===== config.mk =====
export PLATFORM = sky130hd
export DESIGN_NAME = irq_rank_resolver
export DESIGN_NICKNAME = d
export VERILOG_FILES = /design/src/rtl/irq_rank_pkg.sv /design/src/rtl/irq_rank_find.sv /design/src/rtl/irq_state_next.sv /design/src/rtl/irq_rank_resolver.sv
export SDC_FILE = /design/constraint.sdc
export NUM_CORES = 1
export LEC_CHECK = 0
export ABC_AREA = 1
export ABC_CLOCK_PERIOD_IN_PS = 9400
export CAP_MARGIN = 30
export CORE_MARGIN = 1.5
export CORE_UTILIZATION = 54
export DETAILED_ROUTE_END_ITERATION = 16
export DONT_BUFFER_PORTS = 1
export PLACE_DENSITY = 0.67
export SYNTH_ARGS = -nofsm -noshare
export SYNTH_HDL_FRONTEND = slang
export SYNTH_HIERARCHICAL = 1
export SYNTH_SLANG_ARGS = --single-unit
export TNS_END_PERCENT = 30

===== constraint.sdc =====
create_clock -name clk_i -period 9.4 [get_ports clk_i]
set_clock_uncertainty 0.2 [all_clocks]
set_input_delay 1.41 -clock clk_i [delete_from_list [all_inputs] [get_ports clk_i]]
set_output_delay 1.41 -clock clk_i [all_outputs]
set_load 0.1 [all_outputs]

===== src/rtl/irq_rank_pkg.sv =====
package irq_rank_pkg;
  typedef enum logic [2:0] {
    CMD_ROT_CLR    = 3'd0,
    CMD_EOI_TOP    = 3'd1,
    CMD_NOP        = 3'd2,
    CMD_EOI_LVL    = 3'd3,
    CMD_ROT_SET    = 3'd4,
    CMD_EOI_TOP_RB = 3'd5,
    CMD_SET_BASE   = 3'd6,
    CMD_EOI_LVL_RB = 3'd7
  } cmd_e;
endpackage


===== src/rtl/irq_rank_find.sv =====
module irq_rank_find #(
  parameter int N_LINES = 8,
  localparam int IDX_W = $clog2(N_LINES)
) (
  input  logic [N_LINES-1:0] vec_i,
  input  logic [IDX_W-1:0]   base_i,
  output logic               any_o,
  output logic [IDX_W-1:0]   rank_o
);
  logic [N_LINES-1:0] rot;

  // rot[k] holds the line whose rank is k
  for (genvar k = 0; k < N_LINES; k++) begin : g_rot
    assign rot[k] = vec_i[IDX_W'(k) + base_i];
  end

  always_comb begin
    any_o  = 1'b0;
    rank_o = '0;
    for (int k = N_LINES - 1; k >= 0; k--) begin
      if (rot[k]) begin
        any_o  = 1'b1;
        rank_o = IDX_W'(k);
      end
    end
  end
endmodule


===== src/rtl/irq_state_next.sv =====
module irq_state_next
  import irq_rank_pkg::*;
#(
  parameter int N_LINES = 8,
  localparam int IDX_W = $clog2(N_LINES)
) (
  input  logic [N_LINES-1:0] isr_i,
  input  logic [IDX_W-1:0]   base_i,
  input  logic               rot_i,
  input  logic               ack_i,
  input  logic               want_i,
  input  logic [IDX_W-1:0]   win_i,
  input  logic               auto_eoi_i,
  input  logic               cmd_valid_i,
  input  logic [2:0]         cmd_code_i,
  input  logic [IDX_W-1:0]   cmd_level_i,
  input  logic               top_any_i,
  input  logic [IDX_W-1:0]   top_line_i,
  output logic [N_LINES-1:0] isr_o,
  output logic [IDX_W-1:0]   base_o,
  output logic               rot_o
);
  always_comb begin
    isr_o  = isr_i;
    base_o = base_i;
    rot_o  = rot_i;
    if (ack_i) begin
      if (want_i) begin
        if (!auto_eoi_i) isr_o[win_i] = 1'b1;
        else if (rot_i)  base_o = win_i + IDX_W'(1);
      end
    end else if (cmd_valid_i) begin
      unique case (cmd_e'(cmd_code_i))
        CMD_ROT_CLR: rot_o = 1'b0;
        CMD_ROT_SET: rot_o = 1'b1;
        CMD_EOI_TOP, CMD_EOI_TOP_RB: begin
          if (top_any_i) begin
            isr_o[top_line_i] = 1'b0;
            if (cmd_code_i == CMD_EOI_TOP_RB) base_o = top_line_i + IDX_W'(1);
          end
        end
        CMD_EOI_LVL, CMD_EOI_LVL_RB: begin
          isr_o[cmd_level_i] = 1'b0;
          if (cmd_code_i == CMD_EOI_LVL_RB) base_o = cmd_level_i + IDX_W'(1);
        end
        CMD_SET_BASE: base_o = cmd_level_i + IDX_W'(1);
        default: ;
      endcase
    end
  end
endmodule


===== src/rtl/irq_rank_resolver.sv =====
module irq_rank_resolver #(
  parameter int N_LINES   = 8,
  parameter int CASC_LINE = 2,
  localparam int IDX_W = $clog2(N_LINES)
) (
  input  logic               clk_i,
  input  logic               rst_ni,
  input  logic [N_LINES-1:0] pend_i,
  input  logic [N_LINES-1:0] mask_i,
  input  logic               ack_i,
  input  logic               cmd_valid_i,
  input  logic [2:0]         cmd_code_i,
  input  logic [IDX_W-1:0]   cmd_level_i,
  input  logic               auto_eoi_i,
  input  logic               sfn_i,
  output logic               irq_o,
  output logic [IDX_W-1:0]   line_o,
  output logic [N_LINES-1:0] isr_o
);
  localparam logic [IDX_W-1:0] IDLE_LINE = IDX_W'(N_LINES - 1);

  logic [N_LINES-1:0] isr_q, isr_n, elig, svc_vec;
  logic [IDX_W-1:0]   base_q, base_n;
  logic               rot_q, rot_n;
  logic               p_any, s_any, t_any, want;
  logic [IDX_W-1:0]   p_rank, s_rank, t_rank, p_line, t_line;

  assign elig = pend_i & ~mask_i;

  always_comb begin
    svc_vec = isr_q;
    if (sfn_i) svc_vec[CASC_LINE] = 1'b0;
  end

  irq_rank_find #(.N_LINES(N_LINES)) u_pend (
    .vec_i(elig), .base_i(base_q), .any_o(p_any), .rank_o(p_rank));
  irq_rank_find #(.N_LINES(N_LINES)) u_svc (
    .vec_i(svc_vec), .base_i(base_q), .any_o(s_any), .rank_o(s_rank));
  irq_rank_find #(.N_LINES(N_LINES)) u_top (
    .vec_i(isr_q), .base_i(base_q), .any_o(t_any), .rank_o(t_rank));

  assign p_line = p_rank + base_q;
  assign t_line = t_rank + base_q;
  assign want   = p_any && (!s_any || (p_rank < s_rank));

  irq_state_next #(.N_LINES(N_LINES)) u_next (
    .isr_i(isr_q), .base_i(base_q), .rot_i(rot_q),
    .ack_i(ack_i), .want_i(want), .win_i(p_line), .auto_eoi_i(auto_eoi_i),
    .cmd_valid_i(cmd_valid_i), .cmd_code_i(cmd_code_i), .cmd_level_i(cmd_level_i),
    .top_any_i(t_any), .top_line_i(t_line),
    .isr_o(isr_n), .base_o(base_n), .rot_o(rot_n));

  always_ff @(posedge clk_i or negedge rst_ni) begin
    if (!rst_ni) begin
      isr_q  <= '0;
      base_q <= '0;
      rot_q  <= 1'b0;
      irq_o  <= 1'b0;
      line_o <= IDLE_LINE;
    end else begin
      isr_q  <= isr_n;
      base_q <= base_n;
      rot_q  <= rot_n;
      irq_o  <= want;
      line_o <= want ? p_line : IDLE_LINE;
    end
  end

  assign isr_o = isr_q;
endmodule


==> summary.txt, run 1 <==
Setup path
  • Crit start category: flop
  • Max FO, Critical Path: 32
  • Worst path most repeated cell: nand2_1
  • Crit Reg-Reg Startpoint: base_q[0]$_DFF_PN0_
  • Worst Path Required: between 9 and 10 ns
  • Critical path capture point type: flop
  • Cell Chain, Critical Path: buf_4 -> inv_4 -> ha_1 -> inv_1 -> nand3_1 -> nand2_1 -> nor2_1 -> a31oi_1 -> nand2_1 -> nand2_1 -> a21oi_1 -> ha_1 -> fa_1 -> xnor2_1 -> xor2_1 -> nand2_1 -> o21ai_0 -> nand3_1 -> o21ai_1 -> inv_1
  • WS Path Type: reg2reg
  • Arrival time of the worst setup path: 3.99 ns
  • CP max stage delay: 0.39 ns
  • Worst path slowest cell: dfrtp_1
  • Start point of the critical path: base_q[0]$_DFF_PN0_

Global routing
  • GR peak layer: met2
  • First-pass GRT wire length: 11700 um
  • GRT met2 Usage: 46.2%
  • Vias in the first global route: between 2000 and 3000
  • Initial antenna violation count: 0
  • GR Util met1: 33.8%
  • Gr ovfl total: 0
  • Largest net degree at the start of global routing: 33
  • GRT Total Usage: 25.9%
  • Met3 Usage GRT: 3.17%

STA
  • Tcrit/Tclk final: 43.0%
  • Fin crit period: 4.04 ns
  • Final Max Slew Viols: 0
  • Worst slew pin tran: around 0.90 ns
  • Fmax: 247 MHz
  • Final setup viols: 0
  • Hold Fails Final Rpt: 0
  • Total negative slack: 0 ns
  • RSZ-0062 raised after global routing: no
  • Max_slew headroom: about 40%

Clock network
  • Postcts setup bufs: 0
  • H-Tree Level Count: 1
  • Clock latency at the later pin of the worst-skew pair: 0.25 ns
  • # resized after CTS: 0
  • Clk sinks: 16
  • Clk root buf: clkbuf_8
  • CTS Buf Count: 3
  • Hold_buf cts: 0
  • TritonCTS clock tree: done
  • CTS Buffer Depth: 2
  • CTS clk-pin slew, worst paths: 0.06 ns

Routing
  • Detail Route Antenna Nets: 0
  • DRT Wirelength: 7040 um
  • Via count: 3101
  • DRT Pass-1 Iters: 4
  • Vias per Instance: about 5.3
  • DR DRC count: 0
  • WL per Instance: roughly 12 um
  • DRT iter0 DRCs: 152

Layout
  • Layout Nets: roughly 560
  • Layout cells sized above 1: approximately a tenth
  • P&R area growth vs syn: 9.63%
  • Fillers: 526
  • Highest-count cells in the layout ignoring fill and taps: nand2_1, nand3_1, inv_1
  • Sequential Area: 404 um^2
  • Area taken by multi-input logic gates: roughly 2000 um^2
  • Diode count: 0
  • Commonest non-fill, non-tap cell in the layout: nand2_1

Outcome
  • Outcome: finished, final reports clean

Floorplanning
  • I/O pin cnt: 40
  • Starting Density: 55.8%
  • Chip height: 75.4 um
  • Die span in x: 75.4 um
  • Die area: 5690 um^2
  • Total core area: 5070 um^2
  • Row count: 26

Placed design
  • RD Place Congestion: 0.936
  • Port bufs: 0
  • DP Wirelength: 5540 um

Logic synthesis
  • Synth area leader: nand2_1
  • Mapped Area: 2830 um^2
  • Number of distinct library cells after synthesis: 29
  • Async SR Flop Fraction: 100%
  • Synth Instances: 510
  • Synth Register Bits: 16
  • Fraction of the yosys area taken by sequential cells: 14.3%
  • Top cells by area, synth: nand2_1, nand3_1, dfrtp_1, inv_1, ha_1
  • Top_reg_cell synth: dfrtp_1
  • Yosys top cell area share: 22.5%
  • Synth warn: 6
  • EDFF count, synth: 0
  • Syn_area_per_cell: 5.55 um^2
  • Synth Net Count: 553

Flow run
  • Max Cap Viol: 0

Min path
  • Hold wc startpoint: rot_q$_DFF_PN0_
  • Tightest Hold Check Type: reg2reg
==> synthesized netlist by cell type, types with 4 or more instances <==
cell,instances
a21oi_1,11
a31oi_1,4
buf_4,8
buf_6,4
dfrtp_1,13
ha_1,13
inv_1,70
inv_2,11
nand2_1,170
nand2_2,6
nand3_1,91
nand3_2,7
nor2_1,37
o21ai_0,23
o21ai_1,7
xnor2_1,7
xor2_1,4
==> critical path, delay by kind of cell (launching register included) <==
| family | cells | cell delay (ns) |
|---|---|---|
| adders and majority gates | 3 | 0.95 |
| buffers and inverters | 4 | 0.70 |
| and+or+nand+nor | 7 | 0.58 |
| xor gates and xnor gates | 2 | 0.52 |
| AOI/OAI and AO/OA | 4 | 0.56 |
| DFF | 1 | 0.39 |
==> metrics by stage <==
stage | area, um^2 | hold slack [ns] | setup slack, ns | utilization [%] | cells
3_3_place_gp | 2830 | 0.376 | 5.25 | 55.7 | 570
6_report | 3100 | 0.389 | 5.36 | 61.2 | 582
5_1_grt | 3100 | 0.407 | 4.92 | 61.2 | 582
4_1_cts | 3020 | 0.382 | 5.38 | 59.5 | 579
3_5_place_dp | 2970 | 0.366 | 5.20 | 58.5 | 575
2_1_floorplan | 2830 | 0.333 | 5.53 | - | 510
==> sequential cells by signal (all words and copies together), names as in the netlist <==
| name | cells |
|---|---|
| isr_o | 8 |
| base_q | 3 |
| irq_o | 1 |
| line_o | 3 |
| rot_q | 1 |
==> worst paths after layout <==
path | cells past startpoint | endpoint | slack (ns)
hold reg to reg | 4 | rot_q$_DFF_PN0_ | 0.39
min in group asynchronous | 0 | rot_q$_DFF_PN0_ | 0.65
hold / removal | 4 | rot_q$_DFF_PN0_ | 0.39
setup reg to reg | 20 | isr_o[4]$_DFF_PN0_ | 5.36
setup / recovery | 20 | isr_o[4]$_DFF_PN0_ | 5.36
max in group asynchronous | 0 | line_o[0]$_DFF_PN1_ | 8.18
==> layout make-up <==
class                           count  share of cell area [%]
Clock buffer                        4                    1.77
Inverter                           84                    10.4
Multi-Input combinational cell    398                    64.4
Sequential cell                    16                    13.0
Tap cell                           70                    2.82
Timing Repair Buffer               10                    7.58
==> logic make-up (layout without fill, tap and decap cells) <==
family | count (synthesis) | count (layout) | synth area share, %
AND/OR/NAND/NOR | 324 | 324 | 51.1
buffers and inverters | 96 | 98 | 15.1
AO/OA/AOI/OAI | 48 | 48 | 8.97
flip-flops | 16 | 16 | 14.3
adder cells (fa/ha/maj) | 15 | 15 | 7.16
XOR/XNOR | 11 | 11 | 3.40
==> per-layer routing <==
metal  vias up  part of all wire (%)
met5         -                     0
met4         0                  0.99
met3         9                   5.3
met2        87                    48
met1      1383                    46
li1       1622                     -
Power of run 1 is left out: the tool's default activity adds up to more than one toggle a clock period on the data nets, which glitch-free logic cannot reach.
==> inputs of run 2 (changes only) <==
Settings changed: ABC_CLOCK_PERIOD_IN_PS 9400 to 4100.
Clock period 9.4 ns to 4.1 ns, I/O delays scaled along.
==> summary.txt, run 2 (synthesis gave the netlist of run 1 again) <==
Outcome
  • Outcome: finished, final reports clean

Setup path
  • Worst reg2reg setup slack: 0.33 ns (-5.03 ns)
  • Kind of cell adding the most delay to the critical path: adder cells
  • Cell Chain, Critical Path: inv_2 -> ha_1 -> inv_1 -> nand3_1 -> nand3_1 -> nand2_1 -> nand2_1 -> nand2_1 -> nand2_1 -> nand2_1 -> nand2_1 -> a21oi_1 -> ha_1 -> fa_1 -> xnor2_1 -> xor2_1 -> nand2_1 -> o21ai_0 -> nand3_1 -> o21ai_0 -> inv_1
  • Crit Reg-Reg Startpoint: base_q[1]$_DFF_PN0_
  • Worst path most repeated cell: nand2_1
  • Crit start category: flop
  • Start point of the critical path: base_q[1]$_DFF_PN0_
  • CP max stage delay: 0.60 ns (+0.21 ns)
  • R2R Path End: isr_o[7]$_DFF_PN0_
  • WS Path Type: reg2reg
  • Worst path slowest cell: dfrtp_1
  • Max FO, Critical Path: 11 (-66%)
  • Reg2reg path depth: 21 (+5.0%)
  • Worst Path Required: 4.03 ns (-5.31 ns)
  • Crit path buf inv count: 3 (-1)
  • Critical path capture point type: flop
  • Arrival time of the worst setup path: 3.71 ns (-0.28 ns)

Layout
  • Max reg flops: 8 (unchanged)
  • P&R area growth vs syn: 6.05%
  • Layout Nets: 563 (+1.3%)
  • Commonest non-fill, non-tap cell in the layout: nand2_1
  • Highest-count cells in the layout ignoring fill and taps: nand2_1, nand3_1, inv_1
  • Layout cells sized above 1: 11.2% (+1.0 points)
  • Diode count: 0 (unchanged)

Clock network
  • TritonCTS clock tree: done
  • Clk sinks: 16 (unchanged)
  • Clk root buf: clkbuf_8
  • CTS clk-pin slew, worst paths: 0.06 ns (about the same)
  • CTS Buf Count: 3 (unchanged)
  • H-Tree Level Count: 1 (unchanged)
  • Clock latency at the later pin of the worst-skew pair: 0.24 ns (about the same)
  • CTS Buffer Depth: 2 (unchanged)

Floorplanning
  • Die span in x: 75.4 um (unchanged)
  • Row count: 26 (unchanged)
  • Total core area: 5070 um^2 (unchanged)
  • Die area: 5690 um^2 (unchanged)
  • I/O pin cnt: 40 (unchanged)
  • Chip height: 75.4 um (unchanged)
  • Starting Density: 55.8% (unchanged)

Placed design
  • DP Wirelength: 5650 um (+2.1%)
  • RD Place Congestion: 0.875 (-6.5%)
  • Port bufs: 0 (unchanged)

Min path
  • Tightest Hold Check Type: in2reg
  • WHS Path Cells: 2 (-2)
  • Hold wc startpoint: cmd_code_i[2]
  • Hold EP: rot_q$_DFF_PN0_

Routing
  • DRT Pass-1 Iters: 5 (+1)
  • Vias per Instance: 5.22 (-2.0%)
  • WL per Instance: 11.7 um (-3.2%)
  • DR DRC count: 0 (unchanged)
  • Via count: 3075 (-0.84%)
  • DRT iter0 DRCs: 160 (+5.3%)
  • Detail Route Antenna Nets: 0 (unchanged)
  • DRT Wirelength: 6890 um (-2.1%)

STA
  • Fin crit period: 3.77 ns (-0.270 ns)
  • RSZ-0062 raised after global routing: no
  • Total negative slack: 0 ns (unchanged)
  • Worst slew pin tran: 0.879 ns (-0.0182 ns)
  • Final Max Slew Viols: 0 (unchanged)
  • Tcrit/Tclk final: 92.0% (+49 points)
  • Final setup viols: 0 (unchanged)
  • Fmax: 265 MHz (+7.2%)
  • Max_slew headroom: 41.4% (+1.3 points)
  • Hold Fails Final Rpt: 0 (unchanged)

Global routing
  • GRT Total Usage: 25.4% (-0.46 points)
  • Vias in the first global route: 2748 (-0.51%)
  • Gr ovfl total: 0 (unchanged)
  • First-pass GRT wire length: 11500 um (-1.7%)
  • Largest net degree at the start of global routing: 14 (-58%)
  • Initial antenna violation count: 0 (unchanged)

Flow run
  • Max Cap Viol: 0 (unchanged)
run 2: cell count changes in the layout (fill, tap and decap cells not counted), sizes merged:
| cell | change |
|---|---|
| dlygate4sd3 | +2 |
| buf | +5 |
run 2: worst reg2reg max path, cell delays in order (launching register included):
cell	delay, ns
dfrtp_1	0.60
inv_2	0.12
ha_1	0.37
inv_1	0.14
nand3_1	0.11
nand3_1	0.12
nand2_1	0.06
nand2_1	0.06
nand2_1	0.04
nand2_1	0.05
nand2_1	0.04
nand2_1	0.07
a21oi_1	0.06
ha_1	0.19
fa_1	0.37
xnor2_1	0.19
xor2_1	0.36
nand2_1	0.11
o21ai_0	0.16
nand3_1	0.09
o21ai_0	0.08
inv_1	0.06
run 2: area by class of cell:
class                   count  area [um^2]
flip-flops and latches     16          405
fillers                   551         2070
multi-input cells         398         2000
inverters                  84          323
repair buffers             17          133
clock buffers               4         55.1
well taps                  70         87.6
run 2: worst max-delay path by stage:
stage	end	depth (start not counted)
floorplan	base_q[2]$_DFF_PN0_	15
global placement	isr_o[7]$_DFF_PN0_	19
detailed placement	isr_o[7]$_DFF_PN0_	19
CTS	isr_o[7]$_DFF_PN0_	19
global route	isr_o[3]$_DFF_PN0_	22
finish	isr_o[7]$_DFF_PN0_	21
run 2: what timing repair did:
action | 4_1_cts | 5_1_grt
hold buffers | 1 | 1
setup buffers | 0 | 0
hold endpoints to repair | 13 | 3
resized for setup | 0 | 1
setup endpoints to repair | 0 | 3
run 2: stage by stage:
stage | std cells | utilization (%) | setup WS (ns) | cell area [um^2] | hold WS (ns)
floorplan | 510 | - | 0.459 | 2830 | 0.119
global placement | 583 | 57.7 | 0.358 | 2930 | 0.120
detailed placement | 583 | 57.7 | 0.363 | 2930 | 0.120
CTS | 588 | 58.9 | 0.338 | 2990 | 0.00222
global route | 589 | 59.2 | 0.0478 | 3000 | 0.332
finish | 589 | 59.2 | 0.327 | 3000 | 0.319
run 2: routing by layer:
metal	wire length (um)	GRT usage (%)	vias to the layer above
met5	0	0	-
li1	-	-	1632
met2	3230	46.0	93
met3	345	3.57	4
met1	3290	33.4	1346
met4	24	2.38	0
Power of run 2 is left out for the same reason.
==> inputs of run 3 (changes only) <==
Settings changed: PLACE_DENSITY 0.67 to 0.66.
==> summary.txt, run 3 (synthesis gave the netlist of run 1 again) <==
Setup path
  • WS Path Type: reg2reg
  • Critical path capture point type: flop
  • Worst Path Required: 4.04 ns (about the same)
  • Arrival time of the worst setup path: 3.64 ns (-0.07 ns)
  • Crit start category: flop
  • Max FO, Critical Path: 9 (-2)

Layout
  • Commonest non-fill, non-tap cell in the layout: nand2_1
  • Non-Filler Instances: 589 (unchanged)
  • Fin area: 3000 um^2 (unchanged)
  • Layout cells sized above 1: 11.2% (unchanged)
  • Layout Nets: 563 (unchanged)
  • Diode count: 0 (unchanged)
  • Highest-count cells in the layout ignoring fill and taps: nand2_1, nand3_1, inv_1
  • P&R area growth vs syn: 6.05% (unchanged)
  • Max reg flops: 8 (unchanged)

Routing
  • DRT iter0 DRCs: 151 (-5.6%)
  • DR DRC count: 0 (unchanged)
  • DRT Wirelength: 6960 um (+0.94%)
  • WL per Instance: 11.8 um (+0.94%)
  • Detail Route Antenna Nets: 0 (unchanged)
  • Vias per Instance: 5.27 (+0.88%)
  • DRT Pass-1 Iters: 4 (-1)
  • Via count: 3102 (+0.88%)

Placed design
  • Placed cell area: 2930 um^2 (unchanged)
  • RD Place Congestion: 0.876 (+0.11%)
  • Placed insts: 583 (unchanged)
  • DP Wirelength: 5760 um (+1.8%)
  • Port bufs: 0 (unchanged)

Global routing
  • Gr ovfl total: 0 (unchanged)
  • First-pass GRT wire length: 11500 um (+0.36%)
  • Largest net degree at the start of global routing: 16 (+2)
  • Initial antenna violation count: 0 (unchanged)
  • Vias in the first global route: 2790 (+1.5%)
  • GRT Total Usage: 25.5% (about the same)

STA
  • Total negative slack: 0 ns (unchanged)
  • Worst slew pin tran: 0.886 ns (+0.00630 ns)
  • RSZ-0062 raised after global routing: no
  • Tcrit/Tclk final: 90.1% (-1.9 points)
  • Worst hold slack: 0.307 ns (-0.0119 ns)
  • Final Max Slew Viols: 0 (unchanged)
  • Max_slew headroom: 41.0% (-0.42 points)
  • Hold Fails Final Rpt: 0 (unchanged)
  • Fmax: 271 MHz (+2.1%)
  • Final setup viols: 0 (unchanged)
  • Fin crit period: 3.70 ns (-0.0777 ns)

Clock network
  • CTS Buffer Depth: 2 (unchanged)
  • Clk root buf: clkbuf_8
  • Clk sinks: 16 (unchanged)
  • H-Tree Level Count: 1 (unchanged)
  • TritonCTS clock tree: done
  • CTS Buf Count: 3 (unchanged)
  • Clock latency at the later pin of the worst-skew pair: 0.25 ns (about the same)
  • CTS clk-pin slew, worst paths: 0.07 ns (about the same)

Floorplanning
  • Row count: 26 (unchanged)
  • Total core area: 5070 um^2 (unchanged)
  • Die span in x: 75.4 um (unchanged)
  • I/O pin cnt: 40 (unchanged)
  • Chip height: 75.4 um (unchanged)
  • Starting Density: 55.8% (unchanged)
  • Die area: 5690 um^2 (unchanged)

Outcome
  • Outcome: finished, final reports clean

Min path
  • Tightest Hold Check Type: in2reg

Flow run
  • Max Cap Viol: 0 (unchanged)
==> run 3: worst max-delay path, stage by stage, from the launching register on <==
cell and delay (ns):
dfrtp_1 0.55, inv_4 0.11, ha_1 0.39, inv_1 0.14, nand3_1 0.12, nand2_1 0.07, nor2_1 0.04, a31oi_1 0.18
nand2_1 0.08, nand2_1 0.06, a21oi_1 0.06, ha_1 0.19, fa_1 0.37, xnor2_1 0.17, xor2_1 0.35, nand2_1 0.11
o21ai_0 0.16, nand3_1 0.09, o21ai_0 0.09, inv_1 0.06
==> run 3: final timing paths <==
path,start,depth (start not counted),to,slack (ns)
setup / recovery,base_q[0]$_DFF_PN0_,19,isr_o[7]$_DFF_PN0_,0.40
hold / removal,cmd_code_i[2],2,rot_q$_DFF_PN0_,0.31
setup reg to reg,base_q[0]$_DFF_PN0_,19,isr_o[7]$_DFF_PN0_,0.40
hold reg to reg,isr_o[7]$_DFF_PN0_,2,isr_o[7]$_DFF_PN0_,0.37
max in group asynchronous,rst_ni,1,base_q[1]$_DFF_PN0_,2.66
min in group asynchronous,rst_ni,1,rot_q$_DFF_PN0_,0.61
==> run 3: routing by layer <==
| layer | GRT usage (%) | wire length, um | vias up |
|---|---|---|---|
| li1 | - | - | 1631 |
| met1 | 33.9 | 3290 | 1411 |
| met2 | 46.3 | 3360 | 60 |
| met3 | 2.51 | 303 | 0 |
| met4 | 2.38 | 0 | 0 |
| met5 | 0 | 0 | - |
==> run 3: final cells by class <==
type | instances | area, um^2
Timing Repair Buffer | 17 | 133
Multi-Input combinational cell | 398 | 2000
Clock buffer | 4 | 55.1
Tap cell | 70 | 87.6
Fill cell | 554 | 2070
Inverter | 84 | 323
Sequential cell | 16 | 405
==> run 3: metrics by stage <==
stage / worst slack [ns] / util, %
5_1_grt: 0.0299 / 59.2
3_3_place_gp: 0.329 / 57.7
4_1_cts: 0.303 / 58.9
6_report: 0.405 / 59.2
3_5_place_dp: 0.321 / 57.7
2_1_floorplan: 0.459 / -
==> run 3: what timing repair did <==
| item | in CTS | in global routing |
|---|---|---|
| buffers inserted | 0 | 0 |
| resized for setup | 0 | 1 |
| hold endpoints to repair | 13 | 3 |
| setup endpoints to repair | 0 | 2 |
| hold buffers | 1 | 1 |
Power of run 3 is left out for the same reason.
